$ cat src/rtl/ccd_tg_pkg.sv
// Shared types and the vertical gate stepping pattern for the CCD timing generator.
package ccd_tg_pkg;

    typedef enum logic {
        RD_PROG = 1'b0,
        RD_FAST = 1'b1
    } rd_mode_e;

    // Gate levels {g1, g2, g3} for each step of the row-shift rotation; step 0 is rest.
    function automatic logic [2:0] vgate_pat(input logic [2:0] step);
        case (step)
            3'd0:    return 3'b110;
            3'd1:    return 3'b010;
            3'd2:    return 3'b011;
            3'd3:    return 3'b001;
            3'd4:    return 3'b101;
            default: return 3'b100;
        endcase
    endfunction

endpackage

$ cat src/rtl/ccd_tg_timebase.sv
// Tick, pixel and line counters plus the frame-boundary shadow of mode and shutter.
// Assumes PIX_TICKS >= 2 and that the line width fits both frame lengths.
module ccd_tg_timebase
    import ccd_tg_pkg::*;
#(
    parameter int PIX_TICKS  = 4,
    parameter int LINE_PIX   = 1270,
    parameter int V_ROWS     = 788,
    parameter int V_TOT_PROG = 792,
    parameter int V_TOT_FAST = 525,
    parameter int LINE_W     = 10,
    parameter int SW         = 2,
    parameter int HW         = 11
) (
    input  logic              clk,
    input  logic              rst_n,
    input  logic              mode_in,
    input  logic              shen_in,
    input  logic [LINE_W-1:0] shline_in,
    output logic [SW-1:0]     s_q,
    output logic [HW-1:0]     h_q,
    output logic [LINE_W-1:0] line_q,
    output rd_mode_e          mode_q,
    output logic              shen_q,
    output logic [LINE_W-1:0] shline_q,
    output logic              xfer_line
);

    localparam int FAST_ROWS = (V_ROWS + 2) / 3;
    localparam logic [SW-1:0]     S_LAST  = SW'(PIX_TICKS - 1);
    localparam logic [HW-1:0]     H_LAST  = HW'(LINE_PIX - 1);
    localparam logic [LINE_W-1:0] LP_LAST = LINE_W'(V_TOT_PROG - 1);
    localparam logic [LINE_W-1:0] LF_LAST = LINE_W'(V_TOT_FAST - 1);
    localparam logic [LINE_W-1:0] XP_LAST = LINE_W'(V_ROWS);
    localparam logic [LINE_W-1:0] XF_LAST = LINE_W'(FAST_ROWS);

    logic [LINE_W-1:0] frame_last;

    // Last line index of the current frame for the latched mode.
    always_comb frame_last = (mode_q == RD_FAST) ? LF_LAST : LP_LAST;

    // Advance tick, pixel and line; reload the shadow settings at the frame wrap.
    always_ff @(posedge clk) begin
        if (!rst_n) begin
            s_q      <= '0;
            h_q      <= '0;
            line_q   <= '0;
            mode_q   <= rd_mode_e'(mode_in);
            shen_q   <= shen_in;
            shline_q <= shline_in;
        end else if (s_q != S_LAST) begin
            s_q <= s_q + 1'b1;
        end else begin
            s_q <= '0;
            if (h_q != H_LAST) begin
                h_q <= h_q + 1'b1;
            end else begin
                h_q <= '0;
                if (line_q != frame_last) begin
                    line_q <= line_q + 1'b1;
                end else begin
                    line_q   <= '0;
                    mode_q   <= rd_mode_e'(mode_in);
                    shen_q   <= shen_in;
                    shline_q <= shline_in;
                end
            end
        end
    end

    // Flag lines that carry a row through the horizontal register.
    always_comb xfer_line = (line_q != '0) &&
                            (line_q <= ((mode_q == RD_FAST) ? XF_LAST : XP_LAST));


    mode_latch_chk: assert property (@(posedge clk) disable iff (!rst_n)
        (!$stable(mode_q) || !$stable(shline_q) || !$stable(shen_q))
            |-> (line_q == '0 && h_q == '0 && s_q == '0));

endmodule

$ cat src/rtl/ccd_tg_hgen.sv
// Horizontal drive: line sync, transfer window, shift clocks, reset gate and sample strobes.
// Assumes the counters come from ccd_tg_timebase and H_BLANK > HD_W.
module ccd_tg_hgen #(
    parameter int PIX_TICKS  = 4,
    parameter int H_BLANK    = 164,
    parameter int H_DUMMY    = 29,
    parameter int H_OB_FRONT = 3,
    parameter int H_EFF      = 1034,
    parameter int HD_W       = 45,
    parameter int RG_POS     = 0,
    parameter int SHP_POS    = 1,
    parameter int SHD_POS    = 3,
    parameter int SW         = 2,
    parameter int HW         = 11
) (
    input  logic          clk,
    input  logic          rst_n,
    input  logic [SW-1:0] s_q,
    input  logic [HW-1:0] h_q,
    input  logic          xfer_line,
    output logic          hsync,
    output logic          xfer_blank,
    output logic          pix_active,
    output logic          hclk1,
    output logic          hclk2,
    output logic          rst_gate,
    output logic          samp_ref,
    output logic          samp_data
);

    localparam logic [HW-1:0] HD_END = HW'(HD_W);
    localparam logic [HW-1:0] WIN0   = HW'(H_BLANK);
    localparam logic [HW-1:0] EFF0   = HW'(H_BLANK + H_DUMMY + H_OB_FRONT);
    localparam logic [HW-1:0] EFF1   = HW'(H_BLANK + H_DUMMY + H_OB_FRONT + H_EFF);
    localparam logic [SW-1:0] HALF   = SW'(PIX_TICKS / 2);
    localparam logic [SW-1:0] RG_S   = SW'(RG_POS);
    localparam logic [SW-1:0] SHP_S  = SW'(SHP_POS);
    localparam logic [SW-1:0] SHD_S  = SW'(SHD_POS);

    logic in_win;
    logic first_half;

    // Transfer window and pixel half-phase.
    always_comb begin
        in_win     = xfer_line && (h_q >= WIN0);
        first_half = (s_q < HALF);
    end

    // Sync, blanking and effective-pixel flag.
    always_comb begin
        hsync      = (h_q < HD_END);
        xfer_blank = !in_win;
        pix_active = in_win && (h_q >= EFF0) && (h_q < EFF1);
    end

    // Two-phase shift clocks, parked during blanking.
    always_comb begin
        hclk1 = in_win ? first_half  : 1'b1;
        hclk2 = in_win ? !first_half : 1'b0;
    end

    // One-tick per-pixel reset and sample strobes.
    always_comb begin
        rst_gate  = in_win && (s_q == RG_S);
        samp_ref  = in_win && (s_q == SHP_S);
        samp_data = in_win && (s_q == SHD_S);
    end


    valid_in_xfer_chk: assert property (@(posedge clk) disable iff (!rst_n)
        pix_active |-> (!xfer_blank && !hsync));


    h_hold_chk: assert property (@(posedge clk) disable iff (!rst_n)
        (xfer_blank && $past(xfer_blank)) |-> ($stable(hclk1) && $stable(hclk2)));


    rg_single_chk: assert property (@(posedge clk) disable iff (!rst_n)
        rst_gate |=> !rst_gate);

endmodule

$ cat src/rtl/ccd_tg_vgen.sv
// Vertical drive: row-shift gate rotation, readout pulses and substrate drain pulses.
// Assumes VS_START >= 1 and that the shift window and drain pulse end inside H_BLANK.
module ccd_tg_vgen
    import ccd_tg_pkg::*;
#(
    parameter int PIX_TICKS = 4,
    parameter int LINE_PIX  = 1270,
    parameter int VS_START  = 4,
    parameter int VS_STEP   = 8,
    parameter int RD_POS    = 848,
    parameter int RD_W      = 51,
    parameter int RD_SKEW   = 2,
    parameter int SUB_POS   = 150,
    parameter int SUB_W     = 10,
    parameter int LINE_W    = 10,
    parameter int SW        = 2,
    parameter int HW        = 11
) (
    input  logic              clk,
    input  logic              rst_n,
    input  logic [SW-1:0]     s_q,
    input  logic [HW-1:0]     h_q,
    input  logic [LINE_W-1:0] line_q,
    input  rd_mode_e          mode_q,
    input  logic              xfer_line,
    input  logic              shen_q,
    input  logic [LINE_W-1:0] shline_q,
    output logic              vg1,
    output logic              vg2a,
    output logic              vg2b,
    output logic              vg3,
    output logic              rd_pulse_a,
    output logic              rd_pulse_b,
    output logic              sub_drain
);

    localparam int DW = (VS_STEP > 1) ? $clog2(VS_STEP) : 1;
    localparam logic [SW-1:0] S_LAST = SW'(PIX_TICKS - 1);
    localparam logic [HW-1:0] H_LAST = HW'(LINE_PIX - 1);
    localparam logic [HW-1:0] VS0    = HW'(VS_START);
    localparam logic [HW-1:0] VS_EP  = HW'(VS_START + 6 * VS_STEP);
    localparam logic [HW-1:0] VS_EF  = HW'(VS_START + 18 * VS_STEP);
    localparam logic [DW-1:0] DW_LST = DW'(VS_STEP - 1);
    localparam logic [HW-1:0] RA0    = HW'(RD_POS);
    localparam logic [HW-1:0] RA1    = HW'(RD_POS + RD_W);
    localparam logic [HW-1:0] RB0    = HW'(RD_POS + RD_SKEW);
    localparam logic [HW-1:0] RB1    = HW'(RD_POS + RD_SKEW + RD_W);
    localparam logic [HW-1:0] SB0    = HW'(SUB_POS);
    localparam logic [HW-1:0] SB1    = HW'(SUB_POS + SUB_W);

    logic [2:0]    step_q;
    logic [DW-1:0] dwell_q;
    logic [HW-1:0] h_nx;
    logic          nx_in_win;
    logic [2:0]    gates;
    logic          rd_line;

    // Pixel index of the next pixel and whether it lies in the shift window.
    always_comb begin
        h_nx      = (h_q == H_LAST) ? '0 : h_q + 1'b1;
        nx_in_win = xfer_line && (h_nx >= VS0) &&
                    (h_nx < ((mode_q == RD_FAST) ? VS_EF : VS_EP));
    end

    // Step the gate rotation at each pixel boundary inside the shift window.
    always_ff @(posedge clk) begin
        if (!rst_n) begin
            step_q  <= '0;
            dwell_q <= '0;
        end else if (s_q == S_LAST) begin
            if (!nx_in_win) begin
                step_q  <= '0;
                dwell_q <= '0;
            end else if (h_nx == VS0 || dwell_q == DW_LST) begin
                step_q  <= (step_q == 3'd5) ? 3'd0 : step_q + 3'd1;
                dwell_q <= '0;
            end else begin
                dwell_q <= dwell_q + 1'b1;
            end
        end
    end

    // Map the rotation step onto the gate outputs.
    always_comb begin
        gates = vgate_pat(step_q);
        vg1   = gates[2];
        vg2a  = gates[1];
        vg2b  = gates[1];
        vg3   = gates[0];
    end

    // Readout pulses on the frame's first line.
    always_comb begin
        rd_line    = (line_q == '0);
        rd_pulse_a = rd_line && (h_q >= RA0) && (h_q < RA1);
        rd_pulse_b = rd_line && (mode_q == RD_PROG) && (h_q >= RB0) && (h_q < RB1);
    end

    // Substrate drain on lines before the programmed exposure start.
    always_comb sub_drain = shen_q && (line_q != '0) && (line_q < shline_q) &&
                            (h_q >= SB0) && (h_q < SB1);


    sg_gate_chk: assert property (@(posedge clk) disable iff (!rst_n)
        (rd_pulse_a || rd_pulse_b) |-> (vg2a && vg2b));


    gate_step_chk: assert property (@(posedge clk) disable iff (!rst_n)
        $countones({vg1, vg2a, vg3} ^ $past({vg1, vg2a, vg3})) <= 1);

endmodule

$ cat src/rtl/ccd_tg.sv
// Top of the CCD drive timing generator: counters, horizontal and vertical drive.
// Assumes parameters place vertical shift and drain pulse inside horizontal blanking.
module ccd_tg
    import ccd_tg_pkg::*;
#(
    parameter int PIX_TICKS  = 4,
    parameter int H_BLANK    = 164,
    parameter int H_DUMMY    = 29,
    parameter int H_OB_FRONT = 3,
    parameter int H_EFF      = 1034,
    parameter int H_OB_REAR  = 40,
    parameter int HD_W       = 45,
    parameter int RG_POS     = 0,
    parameter int SHP_POS    = 1,
    parameter int SHD_POS    = 3,
    parameter int VS_START   = 4,
    parameter int VS_STEP    = 8,
    parameter int RD_POS     = 848,
    parameter int RD_W       = 51,
    parameter int RD_SKEW    = 2,
    parameter int SUB_POS    = 150,
    parameter int SUB_W      = 10,
    parameter int V_ROWS     = 788,
    parameter int V_TOT_PROG = 792,
    parameter int V_TOT_FAST = 525,
    parameter int LINE_W     = 10
) (
    input  logic              clk,
    input  logic              rst_n,
    input  logic              fast_mode,
    input  logic              shutter_en,
    input  logic [LINE_W-1:0] shutter_line,
    output logic              hsync,
    output logic              vsync,
    output logic              xfer_blank,
    output logic              pix_active,
    output logic              hclk1,
    output logic              hclk2,
    output logic              rst_gate,
    output logic              samp_ref,
    output logic              samp_data,
    output logic              vg1,
    output logic              vg2a,
    output logic              vg2b,
    output logic              vg3,
    output logic              rd_pulse_a,
    output logic              rd_pulse_b,
    output logic              sub_drain
);

    localparam int LINE_PIX = H_BLANK + H_DUMMY + H_OB_FRONT + H_EFF + H_OB_REAR;
    localparam int SW       = (PIX_TICKS > 1) ? $clog2(PIX_TICKS) : 1;
    localparam int HW       = $clog2(LINE_PIX);

    logic [SW-1:0]     s_q;
    logic [HW-1:0]     h_q;
    logic [LINE_W-1:0] line_q;
    rd_mode_e          mode_q;
    logic              shen_q;
    logic [LINE_W-1:0] shline_q;
    logic              xfer_line;

    ccd_tg_timebase #(
        .PIX_TICKS(PIX_TICKS), .LINE_PIX(LINE_PIX), .V_ROWS(V_ROWS),
        .V_TOT_PROG(V_TOT_PROG), .V_TOT_FAST(V_TOT_FAST), .LINE_W(LINE_W),
        .SW(SW), .HW(HW)
    ) u_tb (
        .clk(clk), .rst_n(rst_n), .mode_in(fast_mode), .shen_in(shutter_en),
        .shline_in(shutter_line), .s_q(s_q), .h_q(h_q), .line_q(line_q),
        .mode_q(mode_q), .shen_q(shen_q), .shline_q(shline_q), .xfer_line(xfer_line)
    );

    ccd_tg_hgen #(
        .PIX_TICKS(PIX_TICKS), .H_BLANK(H_BLANK), .H_DUMMY(H_DUMMY),
        .H_OB_FRONT(H_OB_FRONT), .H_EFF(H_EFF), .HD_W(HD_W), .RG_POS(RG_POS),
        .SHP_POS(SHP_POS), .SHD_POS(SHD_POS), .SW(SW), .HW(HW)
    ) u_hg (
        .clk(clk), .rst_n(rst_n), .s_q(s_q), .h_q(h_q), .xfer_line(xfer_line),
        .hsync(hsync), .xfer_blank(xfer_blank), .pix_active(pix_active),
        .hclk1(hclk1), .hclk2(hclk2), .rst_gate(rst_gate),
        .samp_ref(samp_ref), .samp_data(samp_data)
    );

    ccd_tg_vgen #(
        .PIX_TICKS(PIX_TICKS), .LINE_PIX(LINE_PIX), .VS_START(VS_START),
        .VS_STEP(VS_STEP), .RD_POS(RD_POS), .RD_W(RD_W), .RD_SKEW(RD_SKEW),
        .SUB_POS(SUB_POS), .SUB_W(SUB_W), .LINE_W(LINE_W), .SW(SW), .HW(HW)
    ) u_vg (
        .clk(clk), .rst_n(rst_n), .s_q(s_q), .h_q(h_q), .line_q(line_q),
        .mode_q(mode_q), .xfer_line(xfer_line), .shen_q(shen_q), .shline_q(shline_q),
        .vg1(vg1), .vg2a(vg2a), .vg2b(vg2b), .vg3(vg3),
        .rd_pulse_a(rd_pulse_a), .rd_pulse_b(rd_pulse_b), .sub_drain(sub_drain)
    );

    // Frame sync spans the whole readout line.
    always_comb vsync = (line_q == '0);


    drain_in_blank_chk: assert property (@(posedge clk) disable iff (!rst_n)
        sub_drain |-> (xfer_blank && !rd_pulse_a));

endmodule

$ cat config.mk
export PLATFORM = sky130hd
export DESIGN_NAME = ccd_tg
export DESIGN_NICKNAME = d
export VERILOG_FILES = /design/src/rtl/ccd_tg_pkg.sv /design/src/rtl/ccd_tg_timebase.sv /design/src/rtl/ccd_tg_hgen.sv /design/src/rtl/ccd_tg_vgen.sv /design/src/rtl/ccd_tg.sv
export SDC_FILE = /design/constraint.sdc
export NUM_CORES = 1
export LEC_CHECK = 0
export BUFFER_PORTS_ARGS = -buffer_cell sky130_fd_sc_hd__clkbuf_2
export CAP_MARGIN = 10
export CELL_PAD_IN_SITES_DETAIL_PLACEMENT = 2
export CELL_PAD_IN_SITES_GLOBAL_PLACEMENT = 2
export CORE_ASPECT_RATIO = 0.6
export CORE_UTILIZATION = 33
export CTS_CLUSTER_DIAMETER = 200
export CTS_CLUSTER_SIZE = 14
export DETAILED_ROUTE_END_ITERATION = 7
export HOLD_SLACK_MARGIN = 0.05
export PLACE_DENSITY = 0.74
export SYNTH_ARGS = -nofsm -noshare
export SYNTH_HDL_FRONTEND = slang
export SYNTH_HIERARCHICAL = 1
export SYNTH_SLANG_ARGS = --single-unit
$ cat constraint.sdc
create_clock -name clk -period 3.2 [get_ports clk]
set_clock_uncertainty 0.15 [all_clocks]
set_input_delay 0.16 -clock clk [delete_from_list [all_inputs] [get_ports clk]]
set_output_delay 0.16 -clock clk [all_outputs]
set_load 0.005 [all_outputs]
After elaboration in Yosys (flattened, before gate mapping) --
Index checks and enable logic that the tools add are counted.
Word-level totals: register bits after elaboration 41, input bits 14, output and inout port bits 16, logic and storage cells 103
Cells by class: $add $sub $neg 5, magnitude comparators 15, equality and inequality tests 17, multiplexer cells 26, bitwise gates (word level) 3, reductions and logical operators 29
Operators with widths (number):
- $mux 10 | 6
- $ge 11x8->1 const B | 3
- $ge 11x10->1 const B | 2
- $lt 11x10->1 const B | 2
- $mux 11 | 2
- $logic_and 1x1->1 | 18
- $mux 3 | 5
- $pmux 3 s5 | 1
- $add 11x1->11 const B | 1
- $eq 11x11->1 const B | 1
- $eq 11x3->1 const B | 1
- $ge 11x3->1 const B | 1
- $lt 11x11->1 | 1
- $lt 11x11->1 const B | 1
- $lt 11x6->1 const B | 1
- $lt 11x8->1 const B | 1
- $ne 11x11->1 const B | 1
- $add 10x1->10 const B | 1
- $le 10x10->1 | 1
- $logic_not 10->1 | 1
- $lt 10x10->1 | 1
- $mux 1 | 10
- $ne 10x10->1 | 1
- $ne 2x2->1 const B | 5
- other kinds (18) | 27

Longest topological paths before layout --
Gate-level depths: netlist (run 1).
word-level depth 7, gate-level depth with buffers 13, depth with buffers taken out 12

Hierarchy --
Netlist (run 1), hierarchy kept.
Modules (own cells, without submodules):
- ccd_tg_timebase | instances 1, cells each 161, area an instance 1690.4 um2, sequential area each 820.8 um2
- ccd_tg_vgen | instances 1, cells each 162, area an instance 1188.6 um2, sequential area each 120.1 um2
- ccd_tg_hgen | instances 1, cells each 22, area an instance 153.9 um2, sequential area each 0.0 um2
- ccd_tg | instances 1, cells each 3, area an instance 27.5 um2, sequential area each 0.0 um2

Least setup slack after synthesis (run 1) --
OpenSTA, ideal clock, no wires.
path type flip-flop to flip-flop, start register u_tb.h_q[1], end register u_vg.step_q[1], setup time 72 ps, arrival 3276 ps, required time 2978 ps, setup slack -298 ps, cell stages (with the launch flop) 14, path buffers 1, period minus slack after synthesis 3498 ps, cells stage by stage dfxtp_1 > buf_2 > inv_1 > ha_1 > nand4b_1 > nor4_4 > nor2_1 > ha_1 > o311ai_1 > o22ai_1 > o311a_1 > or4b_4 > or4_4 > mux2i_1
On the way: cells in the longest elaborated chain, start to end 7, elaborated cells between the ends (all ways) 12, classes of those cells 1 x add/sub; 2 x order compare; 3 x eq/ne; 2 x mux; 4 x reduce/logical
RTL lines:
- start: declaration | RTL line ccd_tg_timebase.sv:21 | output logic [HW-1:0] h_q,
- start signal: assignment | RTL line ccd_tg_timebase.sv:56 | h_q <= h_q + 1'b1;
- $add 11x1->11 or $eq 11x11->1 (tied branches) | RTL line ccd_tg_vgen.sv:60 | h_nx = (h_q == H_LAST) ? '0 : h_q + 1'b1;
- $mux 11 (*) | RTL line ccd_tg_vgen.sv:60
- $ge 11x3->1 | RTL line ccd_tg_vgen.sv:61 | nx_in_win = xfer_line && (h_nx >= VS0) &&
- $logic_and 1x1->1 (2 in a row) | RTL line ccd_tg_vgen.sv:61
- $ne 2x2->1 (no line)
- $reduce_and 2->1 (no line)
- end signal: assignment | RTL line ccd_tg_vgen.sv:75 | step_q <= (step_q == 3'd5) ? 3'd0 : step_q + 3'd1;
- end: declaration | RTL line ccd_tg_vgen.sv:51 | logic [2:0] step_q;
Every way passes the cells marked *; elsewhere a longest branch is shown, timed or not. A chain may end at the register's enable or synchronous reset.

Worst setup path in the final report (run 1) --
Ends and elaborated chain as after synthesis.

==> metrics, run 1 <==
core area=8750 um^2; worst-margin pin slew=650 ps; Worst Setup End Kind=register; Post-DP Area=3510 um^2; final setup margin=-72.7 ps; H-tree levels=2; CTS sink count=41; Iteration-0 DRC Markers=172; Global Route Usage Sum=0.237; status=complete, but fails checks; Post-synth ARST share=0; vias in the first global route=3158; pwr/cell area=316 nW/um^2; Final Hold Fails=0; Leakage=1.65 nW; Layout area overhead=26.7%; Remaining DRCs=0; Hold Path Stages=2; Power Total=1.22 mW; final core utilization=0.443; Post-synth EDFFs=12; drt pass-1 iters=4; non-filler cells, final=531; final instance area=3880 um^2; Bufs on Longest Clock Path=2; Final Critical Period=3270 ps; Final ANT Viol Nets=0; period utilisation layout=1.02; routability cong.=0.807; crit path DAT=3340 ps; Synthesis Warnings=6; Syn Area/Cell=8.79 um^2; gr ovfl total=0; FF-to-FF setup slack=-70 ps; failing checks=setup timing; Synth Flop Type=dfxtp_1; Max Slew Vio Count=0; layout cell share with drive strength beyond 1=0.267; reg2reg path depth=10; Syn Nets=387; Total Wirelength=11.1 mm; RSZ-0062 raised after global routing=yes; die span in x=126 um; Synth Instances=348; Rel. slew slack=0.567; I/O Pins=30; Setup CP Type=reg -> reg; FP Rows=26; count of cell types in the netlist=77; hold crit path type=in -> reg; Die Area=9680 um^2; CP Data Required Time=3270 ps; root buf cell=clkbuf_16; Max Freq=306 MHz; IO buf count=29; crit path max fanout=10; Die Y=76.6 um; CTS Buf Count=5; post-DR wirelength/cell=20.9 um; top cells by area, synth=dfxtp_1 (19%), edfxtp_1 (12%), ha_1 (10%), nor2_1 (3.8%), inv_1 (3.1%); Critical Path Source Type=register; area leader, netlist=dfxtp_1; routed via count=3025; Peak VDD IR=0.193 mV; DP Cell Count=505; Clock Pin Slew Worst Setup and Hold Paths=70 ps; Mapped Area=3060 um^2; CTS tree=done; initial core utilization=0.350; max-cap violation count=0; Ant. Diodes=0; #FFs+latches synth=41; first-pass GRT wire length=17.6 mm; initial antenna violation count=0; area share of the largest cell type after synthesis=0.190; Final nets=457; largest net degree at the start of global routing=22; worst-skew pair later-pin latency=290 ps; Seq/Total Area, Yosys=0.307; hpwl dp=7.92 mm; routed vias/inst=5.70; # setup viols final=4
registers in the layout, indices dropped and copies added, names as in the netlist:
| name | count |
|---|---|
| u_vg/dwell_q | 3 |
| u_tb/h_q | 11 |
| u_tb/shline_q | 10 |
| u_tb/mode_q | 1 |
| u_tb/line_q | 10 |
| u_tb/shen_q | 1 |
| u_vg/step_q | 3 |
| u_tb/s_q | 2 |
path summary, 6_finish.rpt:
check                                     start               to
worst max-delay path                u_tb/h_q[1]   u_vg/step_q[1]
worst min register to register  u_vg/dwell_q[2]  u_vg/dwell_q[2]
worst max register to register      u_tb/h_q[1]   u_vg/step_q[1]
worst min-delay path                      rst_n      u_tb/s_q[0]
cell type report:
| class | instances | area, um^2 |
|---|---|---|
| Timing Repair Buffer | 78 | 547 |
| Multi-Input combinational cell | 266 | 1970 |
| Clock buffer | 5 | 125 |
| Inverter | 26 | 100 |
| Sequential cell | 41 | 952 |
| Fill cell | 980 | 4870 |
| Clock inverter | 3 | 41.3 |
| Tap cell | 112 | 140 |
cell usage in the layout, fill, tap and decap left out, types with 3 or more instances in the layout:
| master | count |
|---|---|
| nor3_2 | 3 |
| buf_4 | 36 |
| ha_1 | 24 |
| nor3_1 | 7 |
| nand3b_1 | 4 |
| dfxtp_1 | 22 |
| o21ai_1 | 3 |
| clkbuf_16 | 5 |
| clkbuf_2 | 29 |
| nand4_1 | 9 |
| a211oi_1 | 4 |
| mux2i_1 | 3 |
| nand3_1 | 16 |
| nor4_1 | 6 |
| dfxtp_2 | 6 |
| nor2_1 | 31 |
| and3_1 | 3 |
| o21ai_0 | 6 |
| o211ai_1 | 3 |
| edfxtp_1 | 12 |
| a31oi_1 | 3 |
| inv_1 | 24 |
| nand2_1 | 23 |
| o21a_1 | 3 |
| xnor2_1 | 4 |
| xor2_1 | 10 |
| nor3b_1 | 4 |
| a21oi_1 | 18 |
| or3_1 | 3 |
| and2_1 | 5 |
| dlygate4sd3_1 | 12 |
| a21o_1 | 4 |
| nand2b_1 | 7 |
worst max-delay path: stages, from the launching register on:
cell and delay [ps]:
dfxtp_4 380, buf_4 110, buf_4 170, ha_1 410, nand2_1 140, o21ba_1 290, o22ai_1 100, o311a_1 310
or4b_4 570, or4_4 440, mux2i_1 150
Yosys cell counts, types with 5 or more instances:
cell type,number
o21ai_0,6
xor2_1,10
dfxtp_1,29
nand2_1,23
nand4_1,9
inv_1,25
nor2_1,31
nor4_1,7
buf_2,8
edfxtp_1,12
ha_1,25
a21oi_1,18
and2_1,5
nand2b_1,7
nand3_1,16
nor3_1,8
repair_timing:
| action | 4_1_cts | 5_1_grt |
|---|---|---|
| setup endpoints to repair | 5 | 6 |
| endpoints found under the hold margin | 12 | 0 |
| setup buffers | 3 | 3 |
| hold buffers | 12 | 0 |
| gates resized for setup | 1 | 5 |
| pin swaps | 0 | 5 |
through the flow:
step           setup WS (ps)  hold WS (ps)  setup TNS [ps]
5_1_grt                 -226           261           -1080
3_3_place_gp             106           187               0
2_1_floorplan          -3.77           109           -3.77
4_1_cts                -62.5           236           -96.7
6_report               -72.7           257            -160
3_5_place_dp           -41.0           189           -56.4
cell families after synthesis:
group | count (synthesis) | synth area share
flops | 41 | 0.307
fa+ha+maj | 25 | 0.102
compound gates | 77 | 0.191
xor+xnor | 14 | 0.0401
buf+inv | 41 | 0.0634
simple gates | 146 | 0.282
mux | 4 | 0.0135
routing by layer:
metal / vias to the layer above / GRT usage / part of all wire
met5: - / 0 / 0
met4: 0 / 0.0337 / 0.0050
met3: 6 / 0.0492 / 0.058
met2: 83 / 0.363 / 0.43
met1: 1516 / 0.344 / 0.51
li1: 1420 / - / -
power by group:
part	internal (mW)	switching (mW)
combinational	0.0371	0.0468
clock	0.366	0.219
sequential	0.545	0.0102
Power figures use the tool's default switching activity.
==> run 2, diff against run 1 <==
BUFFER_PORTS_ARGS = not set   (was -buffer_cell sky130_fd_sc_hd__clkbuf_2)
CORE_UTILIZATION = 37   (was 33)
CTS_BUF_LIST = sky130_fd_sc_hd__clkbuf_2   (was not set)
DONT_BUFFER_PORTS = 1   (was not set)
PLACE_DENSITY = 0.77   (was 0.74)
TNS_END_PERCENT = 20   (was not set)
==> run 2 against run 1 <==
  * Cell area down 7.4%
  * Clock power down 31%
  * The run still ends with setup timing left
  * Die area down 11%
==> metrics, run 2 (synthesis gave the netlist of run 1 again) <==
status=complete, but fails checks (unchanged); Final Hold Fails=0 (unchanged); final setup margin=-86.4 ps (was -72.7 ps); CTS sink count=41 (unchanged); Largest regs=u_tb/h_q: 11 flops, u_tb/line_q: 10 flops, u_tb/shline_q: 10 flops (unchanged); Max Slew Vio Count=0 (unchanged); period utilisation layout=1.03 (was 1.02); Post-DP Area=3330 um^2 (was 3510 um^2); I/O Pins=30 (unchanged); Global Route Usage Sum=0.269 (was 0.237); non-filler cells, final=492 (was 531); Final Critical Period=3290 ps (was 3270 ps); IO buf count=0 (was 29); die span in x=119 um (was 126 um); Iteration-0 DRC Markers=162 (was 172); Largest stage delay, worst path=560 ps (was 570 ps); Cell Int Power=788 uW (was 948 uW); Max Freq=304 MHz (was 306 MHz); Ant. Diodes=0 (unchanged); GR Util met3=0.0299 (was 0.0492); Flop pwr share=0.538 (was 0.454); Final nets=422 (was 457); Leakage=1.45 nW (was 1.65 nW); H-tree levels=2 (unchanged); Layout area overhead=17.3% (was 26.7%); hold crit path type=in -> reg (unchanged); Final ANT Viol Nets=0 (unchanged); Peak VDD IR=0.183 mV (was 0.193 mV); hpwl dp=8.19 mm (was 7.92 mm); Remaining DRCs=0 (unchanged); crit path cell chain=inv_4, ha_4, nand4b_1, nor4_4, nor2_1, ha_1, o311ai_2, o22ai_1, o311a_1, or4b_4, or4_4, mux2i_1 (was buf_4, buf_4, ha_1, nand2_1, o21ba_1, o22ai_1, o311a_1, or4b_4, or4_4, mux2i_1); routed via count=2929 (was 3025); pwr/cell area=289 nW/um^2 (was 316 nW/um^2); TNS Setup=-157 ps (was -160 ps); vias in the first global route=3167 (was 3158); Min Hold Slack=181 ps (was 257 ps); FP Rows=25 (was 26); Sw Share=0.240 (was 0.226); routability cong.=0.835 (was 0.807); Worst Setup End Kind=register (unchanged); final instance area=3590 um^2 (was 3880 um^2); layout cell share with drive strength beyond 1=0.201 (was 0.267); first-pass GRT wire length=17.8 mm (was 17.6 mm); Die Area=8650 um^2 (was 9680 um^2); DP Cell Count=468 (was 505); Largest Register=u_tb/h_q (unchanged); Critical Path Source Type=register (unchanged); clock power share=0.389 (was 0.478); RSZ-0062 raised after global routing=yes (unchanged); # setup viols final=2 (was 4); CP Data Required Time=3440 ps (was 3270 ps); largest net degree at the start of global routing=22 (unchanged); CTS tree=done (unchanged); final core utilization=0.452 (was 0.443); met2 Use GR=0.433 (was 0.363); crit path max fanout=5 (was 10); Slowest-stage cell, CP=or4b_4 (unchanged); most frequent cells in the layout=nor2_1 (31), buf_4 (30), inv_1 (24), ha_1 (24), nand2_1 (23) (was buf_4 (36), nor2_1 (31), clkbuf_2 (29)); most common library cell in the layout ignoring fill and taps=nor2_1 (was buf_4); Setup CP Type=reg -> reg (unchanged); Place WS=-41.5 ps (was -41.0 ps); root buf cell=clkbuf_2 (was clkbuf_16); crit path DAT=3530 ps (was 3340 ps); Bufs on Longest Clock Path=2 (unchanged); worst-skew pair later-pin latency=430 ps (was 290 ps); busiest grt layer=met2 (unchanged); failing checks=setup timing (unchanged); gr ovfl total=0 (unchanged); Largest register FFs=11 (unchanged); Power Total=1.04 mW (was 1.22 mW); worst-margin pin slew=671 ps (was 650 ps); Rel. slew slack=0.541 (was 0.567); max-cap violation count=0 (unchanged); Die Y=72.4 um (was 76.6 um); routing usage on met1=0.385 (was 0.344); Clock Pin Slew Worst Setup and Hold Paths=240 ps (was 70 ps); core area=7950 um^2 (was 8750 um^2); post-DR wirelength/cell=22.7 um (was 20.9 um); CTS Buf Count=5 (unchanged); Combinational Power Share=0.073 (was 0.068); routed vias/inst=5.95 (was 5.70); initial core utilization=0.385 (was 0.350); Total Wirelength=11.2 mm (was 11.1 mm); drt pass-1 iters=4 (unchanged); Switch Pwr=249 uW (was 276 uW); initial antenna violation count=0 (unchanged)
run 2: power groups by stage:
stage	clock, mW	combinational, mW	sequential (mW)
after floorplan	0	0.0395	0.566
after global placement	0	0.0539	0.566
after detailed placement	0	0.0582	0.568
after CTS	0.415	0.0741	0.557
after global routing	0.433	0.0839	0.560
final	0.403	0.0762	0.558
run 2: worst paths after layout:
| kind | start | endpoint | slack (ps) | cells after the start |
|---|---|---|---|---|
| worst max-delay path | u_tb/h_q[1] | u_vg/step_q[1] | -90 | 12 |
| worst min-delay path | shutter_line[5] | u_tb/shline_q[5] | 180 | 1 |
| worst max register to register | u_tb/h_q[1] | u_vg/step_q[1] | -90 | 12 |
| worst min register to register | u_vg/dwell_q[2] | u_vg/dwell_q[2] | 400 | 1 |
run 2: critical path: cells and delay by family (launching register included):
| family | cells | cell delay [ps] |
|---|---|---|
| flops | 1 | 410 |
| simple gates | 5 | 1600 |
| mux | 1 | 130 |
| buf+inv | 1 | 60 |
| compound gates | 3 | 480 |
| fa+ha+maj | 2 | 430 |
run 2: final cells by class:
class | count | area, um^2
repair buffers | 43 | 355
flip-flops and latches | 41 | 952
fillers | 869 | 4360
clock buffers | 5 | 25.0
inverters | 26 | 100
clock inverters | 3 | 65.1
multi-input cells | 266 | 1960
well taps | 108 | 135
run 2: what timing repair did:
item	4_1_cts	5_1_grt
gates cloned	0	0
setup buffers	0	3
setup endpoints to repair	5	6
hold buffers	13	0
gates resized for setup	0	3
hold endpoints to repair	38	0
pin swaps	1	5
run 2: routing by layer:
layer	share of wire	up-vias
li1	-	1357
met5	0	-
met4	0.0092	0
met3	0.059	11
met1	0.48	1470
met2	0.45	91
